$ cat src/rtl/dir_msi_pkg.sv
package dir_msi_pkg;
    parameter int unsigned CORES  = 4;
    parameter int unsigned IDX_W  = 2;
    parameter int unsigned TAG_W  = 4;
    parameter int unsigned DATA_W = 16;

    localparam int unsigned CORE_W  = $clog2(CORES);
    localparam int unsigned ADDR_W  = TAG_W + IDX_W;
    localparam int unsigned ENTRIES = 1 << IDX_W;

    typedef logic [CORES-1:0]  cmask_t;
    typedef logic [CORE_W-1:0] core_t;
    typedef logic [ADDR_W-1:0] addr_t;
    typedef logic [DATA_W-1:0] data_t;
    typedef logic [IDX_W-1:0]  idx_t;
    typedef logic [TAG_W-1:0]  tag_t;

    typedef enum logic [1:0] {
        MSG_LDMISS = 2'd0,
        MSG_STMISS = 2'd1,
        MSG_UNBLK  = 2'd2,
        MSG_IACK   = 2'd3
    } req_kind_e;

    typedef enum logic [1:0] {
        RSP_DATA  = 2'd0,
        RSP_FWD   = 2'd1,
        RSP_GRANT = 2'd2,
        RSP_NACK  = 2'd3
    } rsp_kind_e;

    typedef enum logic [2:0] {
        DS_IDLE    = 3'd0,
        DS_SHARED  = 3'd1,
        DS_MOD     = 3'd2,
        DS_BLOCKED = 3'd3,
        DS_WAITACK = 3'd4
    } dstate_e;

    typedef struct packed {
        tag_t    tag;
        data_t   data;
        dstate_e state;
        cmask_t  sharers;
        core_t   pend_core;
        cmask_t  pend_mask;
        logic    wb;
    } entry_t;

    typedef struct packed {
        logic      valid;
        rsp_kind_e kind;
        core_t     dst;
        core_t     peer;
        addr_t     addr;
        data_t     data;
    } rsp_msg_t;

    typedef struct packed {
        logic   valid;
        cmask_t mask;
        addr_t  addr;
    } inv_msg_t;

    function automatic cmask_t core_bit(input core_t id);
        cmask_t m;
        m = '0;
        m[id] = 1'b1;
        return m;
    endfunction

    function automatic core_t lowest_core(input cmask_t m);
        core_t id;
        id = '0;
        for (int i = CORES - 1; i >= 0; i--) begin
            if (m[i]) id = core_t'(i);
        end
        return id;
    endfunction
endpackage

$ cat src/rtl/dir_table.sv
module dir_table
    import dir_msi_pkg::*;
(
    input  logic   clk,
    input  logic   rst,
    input  idx_t   rd_idx,
    output entry_t rd_entry,
    input  logic   wr_en,
    input  idx_t   wr_idx,
    input  entry_t wr_entry
);
    entry_t mem [ENTRIES];

    for (genvar g = 0; g < ENTRIES; g++) begin : g_ent
        always_ff @(posedge clk) begin
            if (rst) begin
                mem[g] <= '0;
            end else if (wr_en && wr_idx == idx_t'(g)) begin
                mem[g] <= wr_entry;
            end
        end

        p_owner_single_r7: assert property (@(posedge clk) disable iff (rst)
            (mem[g].state == DS_MOD) |-> ($countones(mem[g].sharers) == 1));
        p_idle_empty_r1: assert property (@(posedge clk) disable iff (rst)
            (mem[g].state == DS_IDLE) |-> (mem[g].sharers == '0));
        p_wait_owed_r6: assert property (@(posedge clk) disable iff (rst)
            (mem[g].state == DS_WAITACK) |-> (mem[g].pend_mask != '0));
    end

    assign rd_entry = mem[rd_idx];
endmodule

$ cat src/rtl/dir_engine.sv
module dir_engine
    import dir_msi_pkg::*;
(
    input  logic     req_valid,
    input  logic [1:0] req_kind,
    input  core_t    req_core,
    input  addr_t    req_addr,
    input  data_t    req_data,
    input  entry_t   cur,
    output logic     wr_en,
    output entry_t   nxt,
    output rsp_msg_t rsp,
    output inv_msg_t inv
);
    tag_t      tag;
    logic      hit, idle, busy;
    cmask_t    me, others, left;
    entry_t    base;
    req_kind_e kind;

    always_comb begin
        kind   = req_kind_e'(req_kind);
        tag    = req_addr[ADDR_W-1:IDX_W];
        hit    = (cur.tag == tag);
        idle   = (cur.state == DS_IDLE);
        busy   = (cur.state == DS_BLOCKED) || (cur.state == DS_WAITACK);
        me     = core_bit(req_core);
        base   = cur;
        if (idle && !hit) begin
            base.tag  = tag;
            base.data = '0;
        end
        others = base.sharers & ~me;
        left   = cur.pend_mask & ~me;

        nxt   = cur;
        wr_en = 1'b0;
        rsp   = '0;
        inv   = '0;
        rsp.addr = req_addr;
        inv.addr = req_addr;

        if (req_valid) begin
            unique case (kind)
                MSG_LDMISS, MSG_STMISS: begin
                    if (busy || (!idle && !hit)) begin
                        rsp.valid = 1'b1;
                        rsp.kind  = RSP_NACK;
                        rsp.dst   = req_core;
                    end else if (kind == MSG_LDMISS) begin
                        wr_en = 1'b1;
                        nxt   = base;
                        if (base.state == DS_MOD) begin
                            rsp.valid     = 1'b1;
                            rsp.kind      = RSP_FWD;
                            rsp.dst       = lowest_core(base.sharers);
                            rsp.peer      = req_core;
                            nxt.state     = DS_BLOCKED;
                            nxt.pend_core = req_core;
                        end else begin
                            rsp.valid   = 1'b1;
                            rsp.kind    = RSP_DATA;
                            rsp.dst     = req_core;
                            rsp.data    = base.data;
                            nxt.state   = DS_SHARED;
                            nxt.sharers = base.sharers | me;
                        end
                    end else begin
                        wr_en = 1'b1;
                        nxt   = base;
                        if (others == '0) begin
                            rsp.valid   = 1'b1;
                            rsp.kind    = RSP_GRANT;
                            rsp.dst     = req_core;
                            rsp.data    = base.data;
                            nxt.state   = DS_MOD;
                            nxt.sharers = me;
                        end else begin
                            inv.valid     = 1'b1;
                            inv.mask      = others;
                            nxt.state     = DS_WAITACK;
                            nxt.pend_core = req_core;
                            nxt.pend_mask = others;
                            nxt.wb        = (base.state == DS_MOD);
                        end
                    end
                end
                MSG_UNBLK: begin
                    if (cur.state == DS_BLOCKED && hit && req_core == cur.pend_core) begin
                        wr_en       = 1'b1;
                        nxt.state   = DS_SHARED;
                        nxt.sharers = cur.sharers | me;
                        nxt.data    = req_data;
                    end
                end
                MSG_IACK: begin
                    if (cur.state == DS_WAITACK && hit && (cur.pend_mask & me) != '0) begin
                        wr_en         = 1'b1;
                        nxt.pend_mask = left;
                        if (cur.wb) nxt.data = req_data;
                        if (left == '0) begin
                            rsp.valid   = 1'b1;
                            rsp.kind    = RSP_GRANT;
                            rsp.dst     = cur.pend_core;
                            rsp.data    = cur.wb ? req_data : cur.data;
                            nxt.state   = DS_MOD;
                            nxt.sharers = core_bit(cur.pend_core);
                            nxt.wb      = 1'b0;
                        end
                    end
                end
                default: ;
            endcase
        end
    end
endmodule

$ cat src/rtl/dir_msi_home.sv
module dir_msi_home
    import dir_msi_pkg::*;
(
    input  logic              clk,
    input  logic              rst,
    input  logic              req_valid,
    input  logic [1:0]        req_kind,
    input  logic [CORE_W-1:0] req_core,
    input  logic [ADDR_W-1:0] req_addr,
    input  logic [DATA_W-1:0] req_data,
    output logic              rsp_valid,
    output logic [1:0]        rsp_kind,
    output logic [CORE_W-1:0] rsp_core,
    output logic [CORE_W-1:0] rsp_peer,
    output logic [ADDR_W-1:0] rsp_addr,
    output logic [DATA_W-1:0] rsp_data,
    output logic              inv_valid,
    output logic [CORES-1:0]  inv_mask,
    output logic [ADDR_W-1:0] inv_addr
);
    idx_t     idx;
    entry_t   cur, nxt;
    logic     wr_en;
    rsp_msg_t rsp_d, rsp_q;
    inv_msg_t inv_d, inv_q;

    assign idx = req_addr[IDX_W-1:0];

    dir_table u_table (
        .clk      (clk),
        .rst      (rst),
        .rd_idx   (idx),
        .rd_entry (cur),
        .wr_en    (wr_en),
        .wr_idx   (idx),
        .wr_entry (nxt)
    );

    dir_engine u_engine (
        .req_valid (req_valid),
        .req_kind  (req_kind),
        .req_core  (req_core),
        .req_addr  (req_addr),
        .req_data  (req_data),
        .cur       (cur),
        .wr_en     (wr_en),
        .nxt       (nxt),
        .rsp       (rsp_d),
        .inv       (inv_d)
    );

    always_ff @(posedge clk) begin
        if (rst) begin
            rsp_q <= '0;
            inv_q <= '0;
        end else begin
            rsp_q <= rsp_d;
            inv_q <= inv_d;
        end
    end

    assign rsp_valid = rsp_q.valid;
    assign rsp_kind  = rsp_q.kind;
    assign rsp_core  = rsp_q.dst;
    assign rsp_peer  = rsp_q.peer;
    assign rsp_addr  = rsp_q.addr;
    assign rsp_data  = rsp_q.data;
    assign inv_valid = inv_q.valid;
    assign inv_mask  = inv_q.mask;
    assign inv_addr  = inv_q.addr;

    p_busy_refused_r4: assert property (@(posedge clk) disable iff (rst)
        (req_valid && !req_kind[1] &&
         (cur.state == DS_BLOCKED || cur.state == DS_WAITACK))
        |=> (rsp_valid && rsp_kind == 2'(RSP_NACK)));

    p_inv_not_self_r6: assert property (@(posedge clk) disable iff (rst)
        inv_valid |-> ((inv_mask & core_bit($past(req_core))) == '0));

    p_inv_no_rsp_r6: assert property (@(posedge clk) disable iff (rst)
        inv_valid |-> !rsp_valid);

    p_unblock_silent_r5: assert property (@(posedge clk) disable iff (rst)
        (req_valid && req_kind == 2'(MSG_UNBLK)) |=> (!rsp_valid && !inv_valid));

    p_fwd_blocks_r3: assert property (@(posedge clk) disable iff (rst)
        (rsp_valid && rsp_kind == 2'(RSP_FWD)) |-> (rsp_core != rsp_peer));
endmodule

$ cat config.mk
export PLATFORM = sky130hd
export DESIGN_NAME = dir_msi_home
export DESIGN_NICKNAME = d
export VERILOG_FILES = /design/src/rtl/dir_msi_pkg.sv /design/src/rtl/dir_table.sv /design/src/rtl/dir_engine.sv /design/src/rtl/dir_msi_home.sv
export SDC_FILE = /design/constraint.sdc
export NUM_CORES = 1
export LEC_CHECK = 0
export BUFFER_PORTS_ARGS = -buffer_cell sky130_fd_sc_hd__clkbuf_2
export CAP_MARGIN = 20
export CORE_MARGIN = 2
export CORE_UTILIZATION = 30
export DETAILED_ROUTE_END_ITERATION = 8
export HOLD_SLACK_MARGIN = 0.03
export PLACE_DENSITY_LB_ADDON = 0.3
export SETUP_SLACK_MARGIN = 0.3
export SLEW_MARGIN = 40
export SYNTH_ARGS = -nofsm -noshare
export SYNTH_HDL_FRONTEND = slang
export SYNTH_SLANG_ARGS = --single-unit
$ cat constraint.sdc
create_clock -name clk -period 9.7 [get_ports clk]
set_input_delay 0.485 -clock clk [delete_from_list [all_inputs] [get_ports clk]]
set_output_delay 0.485 -clock clk [all_outputs]
set_load 0.01 [all_outputs]
=== Word-level counts from Yosys, hierarchy flattened ===
Memory sizes are Yosys's and may differ from the RTL's.
Index checks and enable logic that the tools add are counted.

* Register bits after elaboration: 34
* Bits in writable memories: 136
* Input port bits: 29
* Memories kept: 1

{| class="wikitable"
|+ Memories
! memory !! depth !! bits a word !! rd ports !! clocked after Yosys merged registers in !! write ports !! RTL line !! source
|-
| u_table.mem || 4 || 34 || 1 || 0 || 4 || dir_table.sv:12 || <nowiki>entry_t mem [ENTRIES];</nowiki>
|}

* $lt $le $gt $ge: 4
* Equality and inequality tests: 11
* Mux-type cells: 66
* Bitwise gates (word level): 13
* Reductions and logical operators: 27

{| class="wikitable"
|+ Operators with widths
! cell !! number
|-
| $mux W34 || 6
|-
| $mux W16 || 7
|-
| $pmux W23 S3 || 1
|-
| $mux W23 || 2
|-
| $mux W5 || 7
|-
| $pmux W16 S2 || 1
|-
| $mux W1 || 21
|-
| $mux W20 || 1
|-
| $pmux W5 S2 || 2
|-
| $mux W14 || 1
|-
| $mux W2 || 7
|-
| $mux W7 || 2
|-
| $and A4 B4 Y4 || 3
|-
| $logic_and A1 B1 Y1 || 12
|-
| $mux W4 || 3
|-
| $reduce_or A6 Y1 || 2
|-
| $eq A2 B2 Y1 const B || 4
|-
| $logic_not A4 Y1 || 2
|-
| $eq A3 B2 Y1 const B || 2
|-
| $lt A2 B3 Y1 const B || 2
|-
| $mux W3 || 2
|-
| $reduce_or A5 Y1 || 1
|-
| $demux W1 S2 || 2
|-
| $eq A2 B1 Y1 const B || 2
|-
| other kinds (15) || 26
|}

=== Logic depth before layout (Yosys ltp) ===
* Depth after elaboration: 15
* Gate-level depth with buffers: 12
* Mapped depth without buffers: 7

=== By module ===
Synthesis repeated with hierarchy kept, for this count alone.

* Cell total of the unflattened synthesis: 752
* Area total of the unflattened synthesis: 8,894.8 um^2

{| class="wikitable"
|+ By module, submodules not included
! module !! times used !! cells an instance !! area each (um^2) !! seq. area each (um^2)
|-
| dir_table || 1 || 380 || 5,879.4 || 4,083.9
|-
| dir_engine || 1 || 288 || 1,859.3 || 0.0
|-
| dir_msi_home || 1 || 84 || 1,156.1 || 800.8
|}

=== Worst setup path after synthesis ===
OpenSTA, ideal clock, no wires.

* Kind: input -> register
* Start: input req_addr[0]
* End: memory u_table.mem[1][0] (netlist bit) (enable)
* Data arrival time: 3,219 ps
* Data required time: 9,310 ps
* Setup slack: 6,091 ps
* Cell stages on the path: 9
* Cells stage by stage: buf_6 -> buf_6 -> mux4_2 -> xnor2_4 -> nand4_4 -> nor4_1 -> or2_2 -> and3_1 -> a21o_1

{| class="wikitable"
|+ RTL lines
! what !! RTL line !! source
|-
| from (decl) || dir_msi_home.sv:9 || <nowiki>input logic [ADDR_W-1:0] req_addr,</nowiki>
|-
| to (decl) || dir_table.sv:12 ||
|}

==> reports/summary.txt <==
Synth top area share - 48.6%
Rows - 61
Synth Area per Inst - 12.7 µm²
Overall global routing resource usage - 16.4%
Buf+Inv Stages, Crit Path - 3
Port bufs - 68
Critical path cell sequence - clkbuf_2 -> buf_4 -> mux4_2 -> xnor2_1 -> nand4_1 -> o31ai_1 -> or2_2 -> and3_1 -> a21o_1 -> buf_4
Die area - 29,400 µm²
First-pass GRT wire length - 36.2 mm
Number of fill cells - 2,699
Synth Register Bits - 170
MaxCap Viol Count - 0
Maximum VDD drop - 0.000107 V
Grt total ovfl - 0
CTS tree - done
Reg2reg start - u_table.mem[3][33]
Drt first-iter violations - 781
Syn_nets - 693
Cell count after synthesis - 664
Slew Limit Fails - 0
Final #Nets - 746
Crit path depth - 10
Hold Crit Class - input pin to flip-flop
Clock skew - 0.0176 ns
Vias per Instance - 5.41
Synth top area cells - edfxtp_1, mux4_2, dfxtp_1
Diode count - 0
Clk pwr share - 40.8%
Longest Clk Path Bufs - 2
Critical-path top delay cell - mux4_2
Hold Vio Cnt, Final - 0
Most instantiated cells after synthesis - edfxtp_1, nor2_1, a22o_1
WHS - 0.310 ns
Tot Pwr - 1.72 mW
Total of warnings raised by yosys - 0
Die height - 171 µm
Drt total wl - 23.4 mm
Antenna Nets Post-Route - 0
Status - completed
Min Clock Period, post-route - 4.40 ns
Worst Setup Path Type - input pin to flip-flop
Most frequent CP cell - buf_4
P_int - 1.25 mW
FF-to-FF setup slack - 5.81 ns
Via Count - 5,990
Initial Util - 30.3%
Placer Congestion - 0.950
Dpl ws - 4.81 ns
Initial antenna violation count - 0
Setup_tns - 0 ns
Reg power frac - 47.8%
Vias in the first global route - 5,906
WP data arrival - 4.51 ns
Worst stage delay on the critical path - 0.68 ns
Clk_lat worst skew - 0.44 ns
Pin count of the biggest net entering global routing - 48
Multi-input logic area - 3400 µm²
Distinct cell type count after synthesis - 61
Drt first pass iters - 6
LEAKAGE - 3.50 nW
RSZ-0062 raised after global routing - false
Area Overhead vs Synth - 16.0%
CP Capture Type - flip-flop
Start point of the critical path - req_addr[0]
Clock Sinks - 170
Synth Flop Type - edfxtp_1
DP Wirelength - 15.6 mm
Clock Root Buffer - clkbuf_16
WP data required - 9.80 ns
Setup Buffers After CTS - 0
Post-route clock period utilization - 45.4%
Largest area contributor in the netlist - edfxtp_1
Residual DRC - 0
Power share of the combinational group - 11.3%
Most frequent cell after synthesis - edfxtp_1
Worst Setup Start Kind - input pin
Hold Buf Count CTS - 0
FF+latch area - 4760 µm²
Pwr Density - 177 nW/µm²
IO Pins - 69
Core ar. - 27,700 µm²
TritonCTS buffer count - 17
R2R cell count - 8
Crit-path leading delay family - buffers and inverters
Fin worst setup slack - 5.30 ns
Crit path capture - u_table.mem[1][32]
Die width - 171 µm
Number of flops mapped to enable cells by yosys - 136
Crit Reg-Reg Endpoint - u_table.mem[1][32]
Routed length per placed instance - 21.1 µm
Post-CTS resize count - 0
Proportion of layout cells with a drive suffix above 1 - 24.5%
F_max - 227 MHz
Synth async-reset ratio - 0%
Sw Pwr - 0.470 mW
Area of the mapped netlist - 8410 µm²
Final setup viols - 0
Worst relative slew slack - 43.0%
Clk slew on worst S/H paths - 0.08 ns
Seq/Total Area, Yosys - 56.7%
CP max FO - 29
Switching part of the total - 27.3%
Worst Tran Pin Value - 0.852 ns
H-tree levels - 4
==> power by group through the flow <==
stage / registers [mW] / clock network (mW) / logic, mW
2_1_floorplan: 0.839 / 0 / 0.132
3_3_place_gp: 0.841 / 0 / 0.191
3_5_place_dp: 0.841 / 0 / 0.192
4_1_cts: 0.825 / 0.716 / 0.193
5_1_grt: 0.828 / 0.744 / 0.211
6_report: 0.825 / 0.704 / 0.195
==> cells in the final DEF, fill, tap and decap left out, types with 4 or more instances in the layout <==
cell type    n
nor2_1      99
or2_2        4
nand4_1      7
a22o_1      45
or3_1        5
a31oi_1      5
clkbuf_2    68
o21ai_0     12
clkinv_8     6
mux2_2       6
and4_1       5
and3_1       6
a22oi_1     21
inv_1        9
a21oi_1     36
o31ai_1      6
edfxtp_1   136
mux4_2      38
nand2_1     31
nand2b_1     5
nand3_1     10
nor3_1      14
mux2i_1     11
xnor2_1      4
nor2b_1     14
dfxtp_1     34
buf_4       12
clkbuf_16   17
==> through the flow <==
step	std cells	instance area, µm²	utilization [%]
6_report	1108	9750	35.2
5_1_grt	1108	9750	35.2
4_1_cts	1106	9720	35.1
3_5_place_dp	1074	9090	32.8
3_3_place_gp	1074	9070	32.7
2_1_floorplan	664	8410	-
==> flip-flops by register name (all words and copies together) (netlist names) <==
register	cells
inv_mask	4
u_table.mem	136
rsp_valid	1
inv_valid	1
inv_addr	6
rsp_kind	2
rsp_data	16
rsp_core	2
rsp_peer	2
==> per-layer routing <==
layer	wire (µm)	GRT usage (%)	vias up
met2	11500	26.8	254
met1	10300	22.6	3007
met5	0	0	-
met4	345	5.20	0
li1	-	-	2696
met3	1240	2.28	33
==> kinds of logic after synthesis <==
group	share of synthesized area, %
XOR/XNOR	0.938
AO/OA/AOI/OAI	13.7
buffers and inverters	3.30
multiplexers	12.3
AND/OR/NAND/NOR	13.1
flip-flops	56.7
==> final cells by class <==
class | instances | share of cell area, %
clock buffer | 17 | 4.36
clock inverter | 15 | 2.07
multi-input combinational | 437 | 34.9
inverter | 9 | 0.347
sequential | 170 | 48.9
timing repair buffer | 82 | 4.65
tap | 378 | 4.85
==> how the worst min path moves through the flow <==
stage                        from           end  slack, ns  cells after the start
2_1_floorplan                 rst   inv_addr[1]       0.57                      1
3_3_place_gp   u_table.mem[3][23]   rsp_data[9]       0.75                      2
3_5_place_dp   u_table.mem[2][24]  rsp_data[10]       0.74                      2
4_1_cts               req_data[2]   rsp_data[2]       0.30                      2
5_1_grt               req_data[2]   rsp_data[2]       0.31                      2
6_report              req_data[2]   rsp_data[2]       0.31                      2
(Power assumes the default switching activity.)
